[config.mk]
export PLATFORM = sky130hd
export DESIGN_NAME = byte_parity_endian
export DESIGN_NICKNAME = d
export VERILOG_FILES = /design/src/rtl/bpe_pkg.sv /design/src/rtl/bpe_lane_gen.sv /design/src/rtl/bpe_lane_chk.sv /design/src/rtl/bpe_ingress.sv /design/src/rtl/bpe_egress.sv /design/src/rtl/byte_parity_endian.sv
export SDC_FILE = /design/constraint.sdc
export NUM_CORES = 1
export LEC_CHECK = 0
export ABC_AREA = 1
export BUFFER_PORTS_ARGS = -buffer_cell sky130_fd_sc_hd__buf_4
export CORE_MARGIN = 4
export CORE_UTILIZATION = 55
export CTS_BUF_LIST = sky130_fd_sc_hd__clkbuf_4
export CTS_CLUSTER_SIZE = 10
export DETAILED_ROUTE_END_ITERATION = 8
export MAX_ROUTING_LAYER = met4
export PLACE_DENSITY_LB_ADDON = 0.05
export SYNTH_ARGS = -nofsm -noshare
export SYNTH_HDL_FRONTEND = slang
export SYNTH_SLANG_ARGS = --single-unit
[constraint.sdc]
create_clock -name clk_i -period 1.72 [get_ports clk_i]
set_clock_uncertainty 0.15 [all_clocks]
set_input_delay 0.344 -clock clk_i [delete_from_list [all_inputs] [get_ports clk_i]]
set_output_delay 0.344 -clock clk_i [all_outputs]
set_load 0.01 [all_outputs]
[src/rtl/bpe_pkg.sv]
package bpe_pkg;
  typedef enum logic {
    PAR_ODD  = 1'b0,
    PAR_EVEN = 1'b1
  } par_pol_e;
endpackage

[src/rtl/bpe_lane_gen.sv]
module bpe_lane_gen
  import bpe_pkg::*;
#(
  parameter int unsigned LANE_W = 9
) (
  input  logic [LANE_W-1:0] lane_i,
  input  logic              gen_en_i,
  input  par_pol_e          pol_i,
  output logic [LANE_W-1:0] lane_o
);
  localparam int unsigned PAY_W = LANE_W - 1;

  logic par_bit;
  // odd: bit set when payload has even ones
  assign par_bit = (^lane_i[PAY_W-1:0]) ^ (pol_i == PAR_ODD);
  assign lane_o  = gen_en_i ? {par_bit, lane_i[PAY_W-1:0]} : lane_i;
endmodule

[src/rtl/bpe_lane_chk.sv]
module bpe_lane_chk
  import bpe_pkg::*;
#(
  parameter int unsigned LANE_W = 9
) (
  input  logic [LANE_W-1:0] lane_i,
  input  par_pol_e          pol_i,
  output logic              err_o
);
  // odd expects reduction-xor 1, even expects 0
  assign err_o = (^lane_i) ^ (pol_i == PAR_ODD);
endmodule

[src/rtl/bpe_ingress.sv]
module bpe_ingress
  import bpe_pkg::*;
#(
  parameter int unsigned LANES  = 4,
  parameter int unsigned LANE_W = 9
) (
  input  logic                    clk_i,
  input  logic                    rst_ni,
  input  logic                    gen_en_i,
  input  par_pol_e                pol_i,
  input  logic                    swap_i,
  input  logic                    valid_i,
  input  logic [LANES*LANE_W-1:0] data_i,
  output logic                    valid_o,
  output logic [LANES*LANE_W-1:0] data_o
);
  localparam int unsigned WORD_W = LANES * LANE_W;

  logic [WORD_W-1:0] gen_word;
  logic [WORD_W-1:0] ord_word;
  logic [WORD_W-1:0] data_q;
  logic              valid_q;

  for (genvar k = 0; k < LANES; k++) begin : g_lane
    bpe_lane_gen #(.LANE_W(LANE_W)) u_gen (
      .lane_i   (data_i[k*LANE_W +: LANE_W]),
      .gen_en_i (gen_en_i),
      .pol_i    (pol_i),
      .lane_o   (gen_word[k*LANE_W +: LANE_W])
    );
    // reversal after generation keeps parity with its byte
    assign ord_word[k*LANE_W +: LANE_W] = swap_i ? gen_word[(LANES-1-k)*LANE_W +: LANE_W]
                                                 : gen_word[k*LANE_W +: LANE_W];
  end

  always_ff @(posedge clk_i or negedge rst_ni) begin
    if (!rst_ni) begin
      valid_q <= 1'b0;
      data_q  <= '0;
    end else begin
      valid_q <= valid_i;
      if (valid_i) data_q <= ord_word;
    end
  end

  assign valid_o = valid_q;
  assign data_o  = data_q;

  a_r2_ing_valid: assert property (@(posedge clk_i) disable iff (!rst_ni)
    valid_o == $past(valid_i));
  a_r9_ing_hold: assert property (@(posedge clk_i) disable iff (!rst_ni)
    !valid_i |=> $stable(data_o));

  for (genvar k = 0; k < LANES; k++) begin : g_chk
    a_r4_r5_gen_parity: assert property (@(posedge clk_i) disable iff (!rst_ni)
      (valid_i && gen_en_i) |=> ((^data_o[k*LANE_W +: LANE_W]) == $past(pol_i == PAR_ODD)));
  end
endmodule

[src/rtl/bpe_egress.sv]
module bpe_egress
  import bpe_pkg::*;
#(
  parameter int unsigned LANES  = 4,
  parameter int unsigned LANE_W = 9
) (
  input  logic                    clk_i,
  input  logic                    rst_ni,
  input  par_pol_e                pol_i,
  input  logic                    valid_i,
  input  logic [LANES*LANE_W-1:0] data_i,
  output logic                    valid_o,
  output logic [LANES*LANE_W-1:0] data_o,
  output logic [LANES-1:0]        lane_err_o,
  output logic                    err_no
);
  localparam int unsigned WORD_W = LANES * LANE_W;

  logic [LANES-1:0]  err_c;
  logic [LANES-1:0]  err_q;
  logic [WORD_W-1:0] data_q;
  logic              valid_q;
  logic              err_nq;

  for (genvar k = 0; k < LANES; k++) begin : g_lane
    bpe_lane_chk #(.LANE_W(LANE_W)) u_chk (
      .lane_i (data_i[k*LANE_W +: LANE_W]),
      .pol_i  (pol_i),
      .err_o  (err_c[k])
    );
  end

  always_ff @(posedge clk_i or negedge rst_ni) begin
    if (!rst_ni) begin
      valid_q <= 1'b0;
      data_q  <= '0;
      err_q   <= '0;
      err_nq  <= 1'b1;
    end else begin
      valid_q <= valid_i;
      if (valid_i) data_q <= data_i;
      err_q   <= valid_i ? err_c : '0;
      err_nq  <= ~(valid_i & (|err_c));
    end
  end

  assign valid_o    = valid_q;
  assign data_o     = data_q;
  assign lane_err_o = err_q;
  assign err_no     = err_nq;

  a_r7_pass_through: assert property (@(posedge clk_i) disable iff (!rst_ni)
    valid_i |=> (data_o == $past(data_i)));
  a_r8_flag_on_err: assert property (@(posedge clk_i) disable iff (!rst_ni)
    (valid_o && (|lane_err_o)) |-> !err_no);
  a_r8_idle_quiet: assert property (@(posedge clk_i) disable iff (!rst_ni)
    !valid_o |-> (err_no && (lane_err_o == '0)));
  a_r8_flag_needs_lane: assert property (@(posedge clk_i) disable iff (!rst_ni)
    !err_no |-> (|lane_err_o));
  a_r9_egr_hold: assert property (@(posedge clk_i) disable iff (!rst_ni)
    !valid_i |=> $stable(data_o));
endmodule

[src/rtl/byte_parity_endian.sv]
module byte_parity_endian
  import bpe_pkg::*;
#(
  parameter int unsigned LANES  = 4,
  parameter int unsigned LANE_W = 9,
  localparam int unsigned WORD_W = LANES * LANE_W
) (
  input  logic              clk_i,
  input  logic              rst_ni,
  input  logic              cfg_gen_en_i,
  input  logic              cfg_even_i,
  input  logic              cfg_swap_i,
  input  logic              ing_valid_i,
  input  logic [WORD_W-1:0] ing_data_i,
  output logic              ing_valid_o,
  output logic [WORD_W-1:0] ing_data_o,
  input  logic              egr_valid_i,
  input  logic [WORD_W-1:0] egr_data_i,
  output logic              egr_valid_o,
  output logic [WORD_W-1:0] egr_data_o,
  output logic [LANES-1:0]  lane_err_o,
  output logic              par_err_no
);
  par_pol_e pol;
  assign pol = cfg_even_i ? PAR_EVEN : PAR_ODD;

  bpe_ingress #(.LANES(LANES), .LANE_W(LANE_W)) u_ing (
    .clk_i    (clk_i),
    .rst_ni   (rst_ni),
    .gen_en_i (cfg_gen_en_i),
    .pol_i    (pol),
    .swap_i   (cfg_swap_i),
    .valid_i  (ing_valid_i),
    .data_i   (ing_data_i),
    .valid_o  (ing_valid_o),
    .data_o   (ing_data_o)
  );

  bpe_egress #(.LANES(LANES), .LANE_W(LANE_W)) u_egr (
    .clk_i      (clk_i),
    .rst_ni     (rst_ni),
    .pol_i      (pol),
    .valid_i    (egr_valid_i),
    .data_i     (egr_data_i),
    .valid_o    (egr_valid_o),
    .data_o     (egr_data_o),
    .lane_err_o (lane_err_o),
    .err_no     (par_err_no)
  );
endmodule

==> results summary <==
The flow ran to the end, but the final reports show violations. The checks that failed: negative setup slack. The CTS sink count came out at 79. The number of top-level design ports came out at 158. The signal on the critical path passes through dlygate4sd3_1 -> xnor2_2 -> xor2_1 -> inv_1 -> nand2_1 -> nand2_1 -> nand2_1 -> nand2_1 -> nor2_1 -> nand2_1 -> nand2_1. The detailed-route wire length came out at 12400 microns. The clock slew at the register clock pins of the worst setup and hold paths is 130 ps. Along the worst path, the maximum fanout reaches 2. Port buffering added 157 buffers. The overall die width is 95.4 microns.

Grouping stages by cell kind, the critical path spends the most delay in buffers and inverters. The remaining number of nets flagged by the antenna check after routing is 0. The final max-slew violation count was 0. The total placed cells including tap cells came out at 815. The antenna diode instance count came out at 0. The number of global-route vias before repair is 4235.

The cell leakage power is 3.24 nW. The worst-case clock buffer depth came out at 2. The worst setup path is launched from a primary input.

The synthesized area divided by synthesized cell count came out at 7.33 sq um. The standard-cell row count came out at 31. Clock tree synthesis selected as its root buffer the cell sky130_fd_sc_hd__clkbuf_4. STA classifies the critical path endpoint as a register. The total buffers and inverters traversed by the critical path is 2. The overall track demand over capacity in global routing came out at 28.0%. The core region is 7330 sq um. The detailed router's first-iteration violation count came out at 193. The critical path start-end classification is in -> reg. Entering global routing, the biggest net connects 37 pins. The total of warnings raised by yosys came out at 0. The die area came out at 9100 sq um. Once routing completed, OpenROAD measured the worst setup slack at -26.0 ps. The DRC violations left is 0.

In this run the worst hold path is classified as in -> reg. The final critical-path required period is 1750 ps. The final cell utilization of the core is 81.5%. The final cycle utilization of the critical path is 102%. The completed layout was analyzed and its total power is 4.54 mW. After detailed routing, the average wire length per cell comes to 14.6 microns. Clock tree synthesis inserted a total of 9 buffers. The number of H-tree levels is 3. The worst endpoint required time is 1930 ps. At the pin with the least slew margin, the transition time is 594 ps. The net total in the final layout is 824.

VDD sags by at most 453 uV. The insertion delay of the later-clocked pin in the worst-skew pair came out at 410 ps. The master of the slowest instance on the critical path is sky130_fd_sc_hd__dlygate4sd3_1. The cell area after synthesis is 4200 sq um.

The number of vias in the routed layout is 4351. The highest cell delay on the worst timing path came out at 600 ps. The distinct cell type count of the synthesized netlist came out at 19. The critical path's most frequent cell is sky130_fd_sc_hd__nand2_1.

The total grt overflow is 0. The finished layout holds 849 standard cells, fillers aside. The share of the Yosys chip area taken by registers is 47.1%. The max-capacitance violation count came out at 0.

The post-synthesis instance total came out at 573. For the final routed database, the setup TNS stands at -26.0 ps. The top cell types in the final layout, fill and taps aside, are sky130_fd_sc_hd__nand2_1, sky130_fd_sc_hd__buf_4, sky130_fd_sc_hd__dfrtp_1. The most common cell after layout, fill and taps aside is sky130_fd_sc_hd__nand2_1. The detailed-routing iteration count for the pre-antenna-repair pass is 5.

The global-route wire length before repair came out at 19300 microns. The final setup violation count came out at 1. The synthesized net count came out at 652. The final number of hold-violating endpoints is 0.

The initial antenna violation count came to 0. The arrival time reported for the critical path endpoint came out at 1960 ps. The via count normalized by instance count is 5.12. The fraction of layout cells with a size suffix above 1 is 26.0%. Detailed placement ended at an HPWL of 8510 microns. The TritonCTS clock tree is built. The synthesis-to-layout area growth came out at 42.1%. The achievable frequency came out at 573 MHz.

The number of flip-flops and latches in the synthesized netlist is 79. Before CTS, the worst setup slack after placement is 111 ps. The vertical die dimension came out at 95.4 microns. The placer's final routability congestion estimate came out at 0.825. The max-slew headroom at the worst pin came out at 60.4%.

The power per cell area is 760 nW/um^2. The effective utilization at floorplan is 57.3%.
[final cells by class]
cell class / instances / area [sq um]
fillers: 472 / 1360
well taps: 99 / 124
flip-flops and latches: 79 / 1980
multi-input cells: 429 / 2110
clock inverters: 7 / 40.0
inverters: 42 / 160
repair buffers: 184 / 1490
clock buffers: 9 / 67.6
[what timing repair did]
| item | CTS | global route |
|---|---|---|
| setup endpoints to repair | 0 | 3 |
| hold buffers | 28 | 0 |
| setup buffers | 0 | 0 |
| gates resized for setup | 0 | 21 |
| endpoints found under the hold margin | 59 | 0 |
[where the power goes]
group	switching [mW]	internal, mW
registers	0.109	2.05
clock network	0.661	0.285
logic	0.759	0.681
[synth_stat cells]
master	count	area, sq um
sky130_fd_sc_hd__dfrtp_1	78	1950
sky130_fd_sc_hd__clkbuf_1	20	75.1
sky130_fd_sc_hd__or2_1	1	6.26
sky130_fd_sc_hd__o21ai_0	33	165
sky130_fd_sc_hd__xnor2_2	3	48.8
sky130_fd_sc_hd__dfstp_2	1	26.3
sky130_fd_sc_hd__buf_2	2	10.0
sky130_fd_sc_hd__buf_4	1	7.51
sky130_fd_sc_hd__o21ai_1	33	165
sky130_fd_sc_hd__xor2_1	13	114
sky130_fd_sc_hd__nor2_1	41	154
sky130_fd_sc_hd__nand2_1	242	908
sky130_fd_sc_hd__inv_1	37	139
sky130_fd_sc_hd__xnor2_1	24	210
sky130_fd_sc_hd__a21oi_1	2	10.0
sky130_fd_sc_hd__inv_2	4	15.0
sky130_fd_sc_hd__nand3_1	35	175
sky130_fd_sc_hd__nand3b_1	2	15.0
sky130_fd_sc_hd__inv_4	1	6.26
[worst register-to-register path, cell delays in order, from the launching register on]
cell and delay (ps):
sky130_fd_sc_hd__dfrtp_1 430, sky130_fd_sc_hd__nand2_1 110, sky130_fd_sc_hd__nand2_1 70
[routing by layer]
metal	vias to the layer above	GRT usage, %	part of all wire (%)
met5	-	-	0
met4	0	10.9	2.4
met3	31	4.89	6.8
met2	189	47.0	50
met1	2007	33.7	40
li1	2124	-	-
[metrics by stage]
| step | hold WS, ps | cell area [sq um] |
|---|---|---|
| 6_report | 16.8 | 5970 |
| 5_1_grt | 7.89 | 5970 |
| 4_1_cts | 3.39 | 5910 |
| 3_5_place_dp | 190 | 5520 |
| 3_3_place_gp | 187 | 5520 |
| 2_1_floorplan | -102 | 4200 |
[logic make-up (layout without fill, tap and decap cells)]
group | after synthesis | after routing | share of synthesized area (%)
XOR/XNOR | 40 | 40 | 8.87
AO/OA/AOI/OAI | 68 | 68 | 8.10
buffers and inverters | 65 | 242 | 6.01
AND/OR/NAND/NOR | 321 | 321 | 29.9
flip-flops | 79 | 79 | 47.1
[registers in the layout (all words and copies together) (netlist names)]
signal and cells:
u_egr.err_no 1, u_egr.data_o 36, u_egr.lane_err_o 4, u_egr.valid_o 1, u_ing.valid_o 1, u_ing.data_o 36
[final timing paths]
kind,start,end,slack (ps),cells past startpoint
min in group asynchronous,rst_ni,u_egr.data_o[20],270,2
max,egr_data_i[7],u_egr.err_no,-30,11
max reg2reg,u_egr.data_o[11],u_egr.data_o[11],860,2
max in group asynchronous,rst_ni,u_egr.data_o[30],630,3
min,egr_data_i[28],u_egr.data_o[28],20,3
min reg2reg,u_egr.data_o[4],u_egr.data_o[4],340,2
Power figures use the tool's default switching activity.
